[config.mk]
export PLATFORM = sky130hd
export DESIGN_NAME = vram_cycle_decoder
export DESIGN_NICKNAME = d
export VERILOG_FILES = /design/src/rtl/vram_cyc_pkg.sv /design/src/rtl/vram_strobe_edges.sv /design/src/rtl/vram_cyc_classify.sv /design/src/rtl/vram_mode_regs.sv /design/src/rtl/vram_cycle_decoder.sv
export SDC_FILE = /design/constraint.sdc
export NUM_CORES = 1
export LEC_CHECK = 0
export BUFFER_PORTS_ARGS = -buffer_cell sky130_fd_sc_hd__buf_2
export CORE_MARGIN = 3
export CORE_UTILIZATION = 50
export CTS_CLUSTER_SIZE = 30
export DETAILED_ROUTE_END_ITERATION = 6
export PLACE_DENSITY_LB_ADDON = 0.1
export RECOVER_POWER = 100
export SETUP_SLACK_MARGIN = 0.4
export SLEW_MARGIN = 15
export SYNTH_ARGS = -nofsm -noshare
export SYNTH_HDL_FRONTEND = slang
export SYNTH_SLANG_ARGS = --single-unit
export TNS_END_PERCENT = 1
[constraint.sdc]
create_clock -name clk -period 2.58 [get_ports clk]
set_input_delay 0.387 -clock clk [delete_from_list [all_inputs] [get_ports clk]]
set_output_delay 0.387 -clock clk [all_outputs]
set_load 0.01 [all_outputs]
[src/rtl/vram_cyc_pkg.sv]
package vram_cyc_pkg;

  localparam int NTYPE = 12;

  localparam int T_IDLE     = 0;
  localparam int T_XFER     = 1;
  localparam int T_RSVD     = 2;
  localparam int T_REF_STOP = 3;
  localparam int T_REF_CLR  = 4;
  localparam int T_REF_KEEP = 5;
  localparam int T_WR_MASK  = 6;
  localparam int T_WR_FULL  = 7;
  localparam int T_BLK_MASK = 8;
  localparam int T_BLK_FULL = 9;
  localparam int T_LD_WMASK = 10;
  localparam int T_LD_COLOR = 11;

  typedef logic [NTYPE-1:0] cyc_vec_t;

  // one-hot vector with bit idx set
  function automatic cyc_vec_t cyc_onehot(input int idx);
    cyc_vec_t v;
    v = '0;
    v[idx] = 1'b1;
    return v;
  endfunction

  // merged write-enable: 1 means high (no byte enabled)
  function automatic logic we_high(input logic wl_n, input logic wu_n);
    return wl_n & wu_n;
  endfunction

  // refresh variant chosen by write-enable and special-function level
  function automatic cyc_vec_t cbr_kind(input logic we_hi, input logic sf);
    case ({we_hi, sf})
      2'b00:   return cyc_onehot(T_RSVD);
      2'b01:   return cyc_onehot(T_REF_STOP);
      2'b10:   return cyc_onehot(T_REF_CLR);
      default: return cyc_onehot(T_REF_KEEP);
    endcase
  endfunction

  // final class at the first column fall of a pending cycle
  function automatic cyc_vec_t col_kind(input logic we_hi, input logic sf_row,
                                        input logic sf_col);
    if (sf_row)
      return sf_col ? cyc_onehot(T_LD_COLOR) : cyc_onehot(T_LD_WMASK);
    case ({sf_col, we_hi})
      2'b00:   return cyc_onehot(T_WR_MASK);
      2'b01:   return cyc_onehot(T_WR_FULL);
      2'b10:   return cyc_onehot(T_BLK_MASK);
      default: return cyc_onehot(T_BLK_FULL);
    endcase
  endfunction

endpackage

[src/rtl/vram_strobe_edges.sv]
module vram_strobe_edges (
  input  logic clk,
  input  logic rst_n,
  input  logic ras_n,
  input  logic cas_n,
  output logic row_fall,
  output logic row_rise,
  output logic col_fall
);
  logic ras_q, cas_q;

  always_ff @(posedge clk) begin
    if (!rst_n) begin
      ras_q <= 1'b1;
      cas_q <= 1'b1;
    end else begin
      ras_q <= ras_n;
      cas_q <= cas_n;
    end
  end

  assign row_fall = ras_q & ~ras_n;
  assign row_rise = ~ras_q & ras_n;
  assign col_fall = cas_q & ~cas_n;
endmodule

[src/rtl/vram_cyc_classify.sv]
module vram_cyc_classify
  import vram_cyc_pkg::*;
(
  input  logic     cas_n,
  input  logic     trg_n,
  input  logic     we_hi,
  input  logic     sf_now,
  input  logic     we_hi_r,
  input  logic     sf_row_r,
  output cyc_vec_t row_kind,
  output logic     row_pend,
  output cyc_vec_t col_kind_o
);
  always_comb begin
    row_pend = 1'b0;
    if (!cas_n) begin
      row_kind = cbr_kind(we_hi, sf_now);
    end else if (!trg_n) begin
      row_kind = cyc_onehot(T_XFER);
    end else if (sf_now && !we_hi) begin
      row_kind = cyc_onehot(T_RSVD);
    end else begin
      row_kind = cyc_onehot(T_IDLE);
      row_pend = 1'b1;
    end
  end

  assign col_kind_o = col_kind(we_hi_r, sf_row_r, sf_now);
endmodule

[src/rtl/vram_mode_regs.sv]
module vram_mode_regs #(
  parameter int STOP_W = 4
) (
  input  logic              clk,
  input  logic              rst_n,
  input  logic              set_stop,
  input  logic              clr_modes,
  input  logic              set_pwpb,
  input  logic [STOP_W-1:0] code_in,
  output logic              pwpb_on,
  output logic              stop_on,
  output logic [STOP_W-1:0] stop_code
);
  always_ff @(posedge clk) begin
    if (!rst_n) begin
      pwpb_on <= 1'b0;
      stop_on <= 1'b0;
    end else if (clr_modes) begin
      pwpb_on <= 1'b0;
      stop_on <= 1'b0;
    end else begin
      if (set_pwpb) pwpb_on <= 1'b1;
      if (set_stop) stop_on <= 1'b1;
    end
  end

  for (genvar b = 0; b < STOP_W; b++) begin : g_code
    always_ff @(posedge clk) begin
      if (!rst_n)        stop_code[b] <= 1'b0;
      else if (set_stop) stop_code[b] <= code_in[b];
    end
  end
endmodule

[src/rtl/vram_cycle_decoder.sv]
module vram_cycle_decoder
  import vram_cyc_pkg::*;
#(
  parameter int ADDR_W   = 9,
  parameter int STOP_LSB = 4,
  parameter int STOP_W   = 4
) (
  input  logic              clk,
  input  logic              rst_n,
  input  logic              ras_n,
  input  logic              cas_n,
  input  logic              trg_n,
  input  logic              wel_n,
  input  logic              weu_n,
  input  logic              dsf,
  input  logic [ADDR_W-1:0] addr,
  output logic [NTYPE-1:0]  cyc_type,
  output logic              cyc_err,
  output logic              pwpb_on,
  output logic              stop_on,
  output logic [STOP_W-1:0] stop_code
);
  localparam int STOP_MSB = STOP_LSB + STOP_W - 1;
  localparam logic [ADDR_W-1:0] STOP_MASK =
    ADDR_W'(((1 << STOP_W) - 1) << STOP_LSB);

  logic     row_fall, row_rise, col_fall, col_take;
  logic     we_hi, we_hi_r, sf_row_r, pend;
  logic     row_pend;
  cyc_vec_t row_kind, col_kind_w;
  logic     addr_unused;

  assign we_hi       = we_high(wel_n, weu_n);
  assign addr_unused = ^(addr & ~STOP_MASK);

  vram_strobe_edges u_edges (
    .clk(clk), .rst_n(rst_n), .ras_n(ras_n), .cas_n(cas_n),
    .row_fall(row_fall), .row_rise(row_rise), .col_fall(col_fall)
  );

  vram_cyc_classify u_cls (
    .cas_n(cas_n), .trg_n(trg_n), .we_hi(we_hi), .sf_now(dsf),
    .we_hi_r(we_hi_r), .sf_row_r(sf_row_r),
    .row_kind(row_kind), .row_pend(row_pend), .col_kind_o(col_kind_w)
  );

  assign col_take = col_fall & pend & ~ras_n & ~row_fall;

  always_ff @(posedge clk) begin
    if (!rst_n) begin
      cyc_type <= cyc_onehot(T_IDLE);
      cyc_err  <= 1'b0;
      pend     <= 1'b0;
      we_hi_r  <= 1'b1;
      sf_row_r <= 1'b0;
    end else begin
      cyc_err <= 1'b0;
      if (row_fall) begin
        cyc_type <= row_kind;
        cyc_err  <= row_kind[T_RSVD];
        pend     <= row_pend;
        we_hi_r  <= we_hi;
        sf_row_r <= dsf;
      end else if (col_take) begin
        cyc_type <= col_kind_w;
        pend     <= 1'b0;
      end else if (row_rise) begin
        pend <= 1'b0;
      end
    end
  end

  vram_mode_regs #(.STOP_W(STOP_W)) u_modes (
    .clk(clk), .rst_n(rst_n),
    .set_stop(row_fall & row_kind[T_REF_STOP]),
    .clr_modes(row_fall & row_kind[T_REF_CLR]),
    .set_pwpb(col_take & col_kind_w[T_LD_WMASK]),
    .code_in(addr[STOP_MSB:STOP_LSB]),
    .pwpb_on(pwpb_on), .stop_on(stop_on), .stop_code(stop_code)
  );
endmodule

-- After elaboration in Yosys (flattened, before gate mapping)
Index checks and enable logic that the tools add are counted.
- output and inout port bits: 19
- logic and storage cells: 57
- flip-flop bits (word level): 24
- bits of input ports: 17
- reduce and logical (&&, ||, !) cells: 8
- multiplexer cells: 17
- eq/ne operators: 4
- bitwise logic cells: 15
- operators with widths (operator ; number):
    two-way mux 12 bit ; 7
    one-hot mux 10 bit (3 select lines) ; 1
    one-hot mux 6 bit (3 select lines) ; 1
    AND 1 bit ; 10
    two-way mux 1 bit ; 7
    NOT 1 bit ; 5
    equality test 2 x 1 -> 1 bit (second input constant) ; 2
    equality test 2 bit (second input constant) ; 2
    zero test 2 bit ; 2
    two-way mux 3 bit ; 1
    nonzero test 3 bit ; 1
    AND reduction 2 bit ; 1
    nonzero test 2 bit ; 1
    OR reduction 2 bit ; 1
    logical AND 1 bit ; 1
    zero test 1 bit ; 1

-- Longest topological paths before layout
Gate-level depths: netlist (run 1).
- depth in word-level cells: 8
- gate-level depth with buffers: 6
- gate-level depth less buffers: 5

-- Hierarchy
A second synthesis (run 1) with hierarchy kept.
- cell total of the unflattened synthesis: 141
- area total of the unflattened synthesis: 1193.6 um2
- modules (own cells, without submodules) (module ; times used ; sequential area each (um2) ; area each (um2) ; cells each):
    vram_cycle_decoder ; 1 ; 320.3 ; 704.4 ; 85
    vram_mode_regs ; 1 ; 120.1 ; 217.7 ; 20
    vram_cyc_classify ; 1 ; 0.0 ; 200.2 ; 29
    vram_strobe_edges ; 1 ; 40.0 ; 71.3 ; 7

-- Worst setup path before layout (run 1)
Ideal clock, no wire load.
- path type: input to register
- start point: input ras_n
- end point: register cyc_type[0]
- arrival time: 1.284 ns
- slack: 1.177 ns
- setup time: 0.120 ns
- cell stages on the path: 5
- path buffers: 1
- data required time: 2.460 ns
- cells stage by stage: inv_1 ha_1 clkbuf_1 nor2_1 a211o_1
- word-level cells in the longest chain between the ends: 5
- elaborated cells on any way between the ends: 7
- classes of those cells: 1 x mux; 5 x bitwise; 1 x reduce/logical
- ends and longest elaborated chain (element ; line ; text):
    start, declared ; vram_cycle_decoder.sv:10 ; input logic ras_n,
    NOT 1 bit * ; vram_strobe_edges.sv:22 ; assign row_fall = ras_q & ~ras_n;
    AND 1 bit * ; vram_strobe_edges.sv:22 ;
    named net row_fall ; vram_cycle_decoder.sv:27 ; logic row_fall, row_rise, col_fall, col_take;
    NOT 1 bit ; vram_cycle_decoder.sv:47 ; assign col_take = col_fall & pend & ~ras_n & ~row_fall;
    AND 1 bit ; vram_cycle_decoder.sv:47 ;
    nonzero test 2 bit (no line) ; -- ;
    end signal, assigned ; vram_cycle_decoder.sv:51 ; cyc_type <= cyc_onehot(T_IDLE);
    end signal, assigned ; vram_cycle_decoder.sv:59 ; cyc_type <= row_kind;
    end signal, assigned ; vram_cycle_decoder.sv:65 ; cyc_type <= col_kind_w;
    end, declared ; vram_cycle_decoder.sv:17 ; output logic [NTYPE-1:0] cyc_type,
Mark *: on every way through the listed nets, which the timed path passes. The rest lies on a longest branch.
A chain may end at the register's enable or synchronous reset.

-- Worst setup path after layout (run 1)
- start point: register u_edges.ras_q
- end point: register u_modes.stop_on
- word-level cells in the longest chain between the ends: 3
- elaborated cells on any way between the ends: 4
- classes of those cells: 3 x bitwise; 1 x reduce/logical
- ends and longest elaborated chain (element ; line ; text):
    start, declared ; vram_strobe_edges.sv:10 ; logic ras_q, cas_q;
    start signal, assigned ; vram_strobe_edges.sv:17 ; ras_q <= ras_n;
    AND 1 bit * ; vram_strobe_edges.sv:22 ;
    named net row_fall ; vram_cycle_decoder.sv:27 ;
    AND 1 bit ; vram_cycle_decoder.sv:76 ; .clr_modes(row_fall & row_kind[T_REF_CLR]),
    OR reduction 2 bit (no line) ; -- ;
    end signal, assigned ; vram_mode_regs.sv:17 ; stop_on <= 1'b0;
    end signal, assigned ; vram_mode_regs.sv:20 ; stop_on <= 1'b0;
    end signal, assigned ; vram_mode_regs.sv:23 ; if (set_stop) stop_on <= 1'b1;
    end, declared ; vram_mode_regs.sv:11 ; output logic stop_on,
Marks and branches as above.

==> results of run 1 <==
-- per-layer routing --
| metal | vias to the layer above | global-route usage, % | routed length, um |
|---|---|---|---|
| li1 | 425 | - | - |
| met1 | 372 | 20.5 | 822 |
| met2 | 30 | 28.6 | 917 |
| met3 | 2 | 2.72 | 121 |
| met4 | 0 | 6.91 | 14 |
| met5 | - | 0 | 0 |
-- worst max-delay path: stages, from the launching register on --
cell	delay, ps
dfxtp_1	340
ha_1	430
nand4b_1	230
o21ai_0	240
o21ba_2	190
-- sequential cells by signal (all words and copies together), names as in the netlist --
| signal | cells |
|---|---|
| sf_row_r | 1 |
| u_edges.cas_q | 1 |
| we_hi_r | 1 |
| u_modes.stop_on | 1 |
| u_modes.pwpb_on | 1 |
| cyc_type | 12 |
| u_modes.stop_code | 4 |
| pend | 1 |
| cyc_err | 1 |
| u_edges.ras_q | 1 |
-- where the power goes --
part	switching [uW]	leakage (uW)	internal (uW)
Clock	106	0.0000210	86.2
Sequential	6.38	0.000195	381
Combinational	36.0	0.000203	25.9
Total	148	0.000419	493
-- worst paths after layout --
| check | slack, ps | end | from |
|---|---|---|---|
| worst max-delay path | 1050 | u_modes.stop_on | u_edges.ras_q |
| worst max register to register | 1050 | u_modes.stop_on | u_edges.ras_q |
| worst min-delay path | 280 | u_edges.ras_q | ras_n |
| worst min register to register | 460 | cyc_type[10] | cyc_type[10] |
-- cell families (layout without fill, tap and decap cells) --
logic type	after synthesis	after routing	synth area share [%]
mux	5	5	5.19
buf+inv	9	37	3.63
compound gates	21	21	14.3
flops	24	24	49.8
fa+ha+maj	1	1	1.30
simple gates	46	46	25.8
-- cell usage in the layout, fill, tap and decap left out, drive strengths merged, types with 2 or more instances in the layout --
cell and count:
a211o 2, a21oi 10, buf 10, clkbuf 25, dfxtp 24, inv 2, mux2i 5, nand2 22
nand2b 3, nand3 3, nand3b 4, nand4b 2, nor2 5
-- cell type report --
| class | count | share of cell area (%) |
|---|---|---|
| sequential | 24 | 42.4 |
| multi-input combinational | 73 | 39.6 |
| timing repair buffer | 31 | 11.4 |
| clock buffer | 4 | 3.20 |
| tap | 25 | 2.76 |
| inverter | 2 | 0.662 |
-- per-stage QoR --
step | worst slack (ps) | utilization, % | total power [uW]
3_5_place_dp | 828 | 63.2 | 459
3_3_place_gp | 806 | 63.2 | 458
2_1_floorplan | 1180 | - | 435
5_1_grt | 918 | 63.6 | 671
4_1_cts | 1060 | 65.2 | 649
6_report | 1050 | 63.6 | 642
==> impl_metrics.tcl, run 1 <==
set metrics [dict create \
    yosysUniqueCellTypes 30 \
    multi_input_area_um2 449 \
    start_util_pct 54.1 \
    die_y_um 49.9 \
    hp-class "input port to register" \
    rsz0062_at_grt "no" \
    antenna_cells 0 \
    dp.cells 155 \
    setup_tns_ps 0 \
    ant_nets 0 \
    whs_path_depth 3 \
    fin_crit_sh_pct 59.2 \
    clkTransAtPathRegs_ps 130 \
    grt_pass1_vias 736 \
    drive_gt1_share_pct 12.7 \
    yosysMostFrequentCell "dfxtp_1" \
    fmax_ghz 0.655 \
    dpl_cell_area_mm2 0.00113 \
    via_count 829 \
    clock-sinks 24 \
    final-hold-violation-count 0 \
    grt_pass1_wl_um 3220 \
    cp.required_ps 2800 \
    post-cts-setup-buffer-count 0 \
    clk_latency_ps 310 \
    area_growth_syn_to_layout_pct 17.5 \
    final_area_mm2 0.00113 \
    nFillCells 181 \
    core_mm2 0.00178 \
    ir_drop_mv 0.326 \
    yosysTopAreaCellShare_pct 49.8 \
    min_period_ps 1530 \
    synth_area_leader_cell "dfxtp_1" \
    hpwlAfterDp_um 1340 \
    syn-mean-instance-area_um2 9.10 \
    status "finished clean" \
    synth_area_um2 965 \
    slew_violations 0 \
    max_slew.worst_pin.slew_ps 806 \
    synthCells 106 \
    drt-pass1-iter-count 4 \
    cp.arrival_ps 1740 \
    slew_headroom_pct 46.3 \
    worstPathMaxFanout 14 \
    synth_edf_count 0 \
    via_per_inst 5.21 \
    numCtsBuffers 3 \
    cts_resized 0 \
    fp-row-count 15 \
    yosys_register_bits 24 \
    power_density_mw_per_mm2 566 \
    cts_hold_buf 0 \
    synth_area_leaders "dfxtp_1, nand2_1, a21oi_1" \
    setup_viol_count_final 0 \
    reg2reg_depth 4 \
    io_buffers 30 \
    hold_ws_ps 277 \
    seq_area_frac_synth_pct 49.8 \
    grt_max_degree 22 \
    clock_path_buffers 2 \
    routed_wl_um 1880 \
    synth_flop_cell "dfxtp_1" \
    cts_tree "built" \
    drv_cap 0 \
    fin_skew_ps 8.12 \
    overflow 0 \
    die_area_mm2 0.00249 \
    stdcell_count 159 \
    grt_usage_pct 16.7 \
    drt-wirelength-per-cell_um 11.8 \
    ys_warn_count 0 \
    seq_area_um2 480 \
    synth_top_cells_by_count "dfxtp_1, nand2_1, a21oi_1" \
    antenna_found_initial 0 \
    cellLeakagePower_uw 0.000419 \
    drcViolationCount 0 \
    gp_congestion 0.771 \
    crit_type "register to register" \
    end_kind "register" \
    cts_root_buf "clkbuf_4" \
    htreeDepth 1 \
    nets 153 \
    drt_iter0_drc 15 \
    io_pins 36 \
    die_x_um 49.9 \
    synthArstFlopShare_pct 0 \
    start_kind "register" \
    syn-num-nets 124 \
]
No activity file was read; power rests on OpenSTA's default activity.
==> run 2, diff against run 1 <==
Settings changed: CORE_ASPECT_RATIO set to 1.5, CORE_UTILIZATION 50 to 42.
Clock period 2.58 ns to 1.2 ns, I/O delays scaled along.
==> impl_metrics.tcl, run 2 (synthesis gave the netlist of run 1 again) <==
set metrics [dict create \
    status "finished clean" \
    dp.cells 165 \
    drcViolationCount 0 \
    final_common_cell "nand2_1" \
    gp_congestion 0.723 \
    setup_viol_count_final 0 \
    die_x_um 45.1 \
    crit_cells 3 \
    antenna_found_initial 0 \
    rsz0062_at_grt "yes" \
    area_growth_syn_to_layout_pct 52.8 \
    nets 167 \
    worstPathCellList "nand4bb_1 -> or4b_4 -> a21oi_2" \
    ant_nets 0 \
    fin_skew_ps 5.72 \
    fp-row-count 20 \
    grt_pass1_wl_um 3550 \
    clock_path_buffers 2 \
    antenna_cells 0 \
    drt-wirelength-per-cell_um 13.3 \
    cellLeakagePower_uw 0.000623 \
    via_per_inst 5.34 \
    startpoint "u_edges.cas_q" \
    multi_input_area_um2 526 \
    fmax_ghz 0.860 \
    final-hold-violation-count 0 \
    crit_family "simple AND/OR/NAND/NOR gates" \
    clk_latency_ps 320 \
    io_pins 36 \
    largest-register "cyc_type" \
    clock-sinks 24 \
    via_count 908 \
    start_kind "register" \
    fin_ws_ps 37.0 \
    reg2reg_from "u_edges.cas_q" \
    reg2reg_slack_ps 40 \
    cp.arrival_ps 1440 \
    core_mm2 0.00210 \
    start_util_pct 45.9 \
    power_density_mw_per_mm2 1000 \
    crit_end "cyc_type[8]" \
    numCtsBuffers 3 \
    largest_register_ff_count 12 \
    hpwlAfterDp_um 1610 \
    overflow 0 \
    die_area_mm2 0.00292 \
    reg2reg_depth 3 \
    routed_wl_um 2250 \
    drive_gt1_share_pct 54.7 \
    seq_area_um2 503 \
    crit_type "register to register" \
    stdcell_count 170 \
    hp-class "input port to register" \
    htreeDepth 1 \
    place_ws_ps -163 \
    slew_violations 0 \
    die_y_um 64.7 \
    cp_slowest_stage_delay_ps 500 \
    max_slew.worst_pin.slew_ps 352 \
    grt_max_degree 21 \
    cpMaxStageDelayCell "or4b_4" \
    clkTransAtPathRegs_ps 130 \
    reg.largest.list "cyc_type (12), u_modes.stop_code (4)" \
    grt_pass1_vias 840 \
    final_cell_mix "nand2_1, buf_6, dfxtp_2" \
    cts_tree "built" \
    slew_headroom_pct 76.4 \
    min_period_ps 1160 \
    reg2reg_to "cyc_type[8]" \
    grt_usage_pct 16.5 \
    io_buffers 30 \
    nFillCells 171 \
    drt-pass1-iter-count 4 \
    end_kind "register" \
    ir_drop_mv 0.656 \
    drv_cap 0 \
    fin_util_pct 70.1 \
    cts_root_buf "clkbuf_4" \
    drt_iter0_drc 19 \
    worstPathMaxFanout 2 \
    fin_crit_sh_pct 96.9 \
    path_buf_inv 0 \
    cp.required_ps 1470 \
    cts_hold_buf 0 \
]
[run 2: power breakdown]
part | switching [uW] | internal, uW
Sequential | 15.4 | 821
Clock | 243 | 186
Combinational | 98.7 | 111
[run 2: final cells by class]
class	count	share of cell area, %
Multi-Input combinational cell	73	35.7
Timing Repair Buffer	45	25.4
Tap cell	22	1.87
Inverter	2	0.509
Clock buffer	4	2.46
Sequential cell	24	34.1
[run 2: worst min path at each step]
stage | from | to | slack, ps | cells after the start
after floorplan | ras_n | u_edges.ras_q | 280 | 2
after global placement | addr[5] | u_modes.stop_code[1] | 430 | 3
after detailed placement | cyc_type[10] | cyc_type[10] | 440 | 2
after CTS | addr[6] | u_modes.stop_code[2] | 90 | 3
after global routing | addr[6] | u_modes.stop_code[2] | 80 | 3
final | addr[7] | u_modes.stop_code[3] | 80 | 3
[run 2: per-layer routing]
layer	track usage (%)	share of wire [%]	vias up
met5	0	0	-
met4	9.89	2.4	0
met3	3.06	5.2	5
met2	27.7	51	25
met1	18.3	41	425
li1	-	-	453
[run 2: repair_timing]
action                     in CTS  in global routing
pin swaps                       1                  7
setup endpoints to repair      41                 41
gates resized for setup         6                 45
cloned                          0                  0
buffers inserted                0                  1
[run 2: tightest hold or removal path, delay by kind of cell]
family | cells | cell delay, ps
and+or+nand+nor | 1 | 50
buffers and inverters | 1 | 90
muxes | 1 | 50
[run 2: per-stage QoR]
step / TNS [ps] / area [um^2] / hold WS (ps) / power (uW)
after global placement: -836 / 1220 / 426 / 1010
after floorplan: 0 / 970 / 280 / 937
final: 0 / 1470 / 75.2 / 1480
after global routing: -49.9 / 1470 / 77.8 / 1540
after detailed placement: -1290 / 1220 / 440 / 1020
after CTS: 0 / 1280 / 85.4 / 1450
==> run 3, diff against run 2 <==
--- a/config.mk
+++ b/config.mk
@@ -7,4 +7,5 @@
 export LEC_CHECK = 0
 export BUFFER_PORTS_ARGS = -buffer_cell sky130_fd_sc_hd__buf_2
+export CAP_MARGIN = 20
 export CORE_ASPECT_RATIO = 1.5
 export CORE_MARGIN = 3
==> constraint.sdc (replaced) <==
create_clock -name clk -period 1.2 [get_ports clk]
set_input_delay 0.06 -clock clk [delete_from_list [all_inputs] [get_ports clk]]
set_output_delay 0.06 -clock clk [all_outputs]
set_load 0.01 [all_outputs]
==> impl_metrics.tcl, run 3 (synthesis gave the netlist of run 1 again) <==
set metrics [dict create \
    end_kind "register" \
    power_density_mw_per_mm2 1140 \
    path_buf_inv 0 \
    setup_tns_ps 0 \
    final_common_cell "nand2_1" \
    cellLeakagePower_uw 0.000602 \
    min_period_ps 1160 \
    cp.arrival_ps 1390 \
    dp.cells 161 \
    grt_usage_pct 18.4 \
    drt-pass1-iter-count 4 \
    gp_congestion 0.767 \
    die_area_mm2 0.00292 \
    clkTransAtPathRegs_ps 130 \
    cts_root_buf "clkbuf_4" \
    startpoint "pend" \
    start_util_pct 45.9 \
    overflow 0 \
    hp-class "input port to register" \
    drt_iter0_drc 16 \
    fin_crit_sh_pct 96.4 \
    die_y_um 64.7 \
    ir_drop_mv 0.971 \
    drt-wirelength-per-cell_um 13.1 \
    antenna_found_initial 0 \
    fin_util_pct 67.5 \
    worstPathMaxFanout 7 \
    grtUsageMet1_pct 20.2 \
    slew_violations 0 \
    seq_area_um2 497 \
    antenna_cells 0 \
    largest_register_ff_count 12 \
    final_cell_mix "nand2_1, buf_2, dfxtp_2" \
    fmax_ghz 0.864 \
    nets 168 \
    final-hold-violation-count 0 \
    multi_input_area_um2 489 \
    hpwlAfterDp_um 1570 \
    reg.largest.list "cyc_type (12), u_modes.stop_code (4)" \
    cts_tree "built" \
    largest-register "cyc_type" \
    drv_cap 0 \
    met2_usage_pct 32.3 \
    cpMaxStageDelayCell "dfxtp_2" \
    status "finished clean" \
    setup_viol_count_final 0 \
    reg2reg_from "pend" \
    cp_slowest_stage_delay_ps 360 \
    grt_pass1_wl_um 4020 \
    clock_path_buffers 2 \
    start_kind "register" \
    io_pins 36 \
    cp.required_ps 1430 \
    numCtsBuffers 3 \
    clock-sinks 24 \
    busiest_layer "met2" \
    io_buffers 30 \
    ant_nets 0 \
    die_x_um 45.1 \
    fp-row-count 20 \
    stdcell_count 171 \
    slew_headroom_pct 70.2 \
    min_from "trg_n" \
    area_growth_syn_to_layout_pct 47.1 \
    routed_wl_um 2230 \
    max_slew.worst_pin.slew_ps 448 \
    clk_latency_ps 320 \
    crit_family "simple AND/OR/NAND/NOR gates" \
    grt_max_degree 15 \
    drive_gt1_share_pct 43.6 \
    worstPathCellList "and4bb_2 -> nor2_1 -> a211o_1" \
    core_mm2 0.00210 \
    crit_type "register to register" \
    fin_skew_ps 2.42 \
    drcViolationCount 0 \
    use_met3_pct 2.78 \
    via_per_inst 5.16 \
    grt_pass1_vias 935 \
    nFillCells 175 \
    via_count 883 \
    rsz0062_at_grt "yes" \
    htreeDepth 1 \
]
[run 3: layout make-up]
type,instances,share of cell area [%]
clock buffer,3,1.59
clock inverter,1,2.12
inverter,2,0.529
multi-input combinational,73,34.5
sequential,24,35.0
tap,22,1.94
timing repair buffer,46,24.3
[run 3: path summary, 6_finish.rpt]
path	end	slack (ps)	cells past startpoint
worst max register to register	cyc_type[0]	40	3
worst max-delay path	cyc_type[0]	40	3
worst min register to register	cyc_type[8]	460	2
worst min-delay path	cyc_type[1]	20	3
[run 3: layer usage]
| metal | share of wire (%) | up-vias |
|---|---|---|
| li1 | - | 454 |
| met1 | 40 | 399 |
| met2 | 52 | 25 |
| met3 | 4.7 | 5 |
| met4 | 2.5 | 0 |
| met5 | 0 | - |
[run 3: worst min-delay path, stage by stage]
cell and delay [ps]:
buf_2 100, nand3b_1 100, a21oi_1 60
[run 3: report_power, final]
group          switching (uW)  total (uW)  internal [uW]
registers                15.9         837            821
logic                    92.3         192           99.9
clock network             256         594            338
total                     365        1620           1260
[run 3: stage by stage]
stage | instance area [um^2] | hold WS (ps) | power [uW] | worst slack, ps
floorplan | 970 | 160 | 937 | 3.85
global placement | 1190 | 308 | 1000 | -83.5
detailed placement | 1190 | 320 | 1010 | -122
CTS | 1340 | 11.1 | 1620 | 36.6
global route | 1420 | 30.9 | 1690 | -36.8
finish | 1420 | 24.6 | 1620 | 42.7
[run 3: what timing repair did]
item	in CTS	in global routing
pin swaps	2	3
hold endpoints to repair	5	0
gates resized for setup	8	23
setup buffers	1	0
hold buffers	5	0
endpoints found under the setup margin	41	41
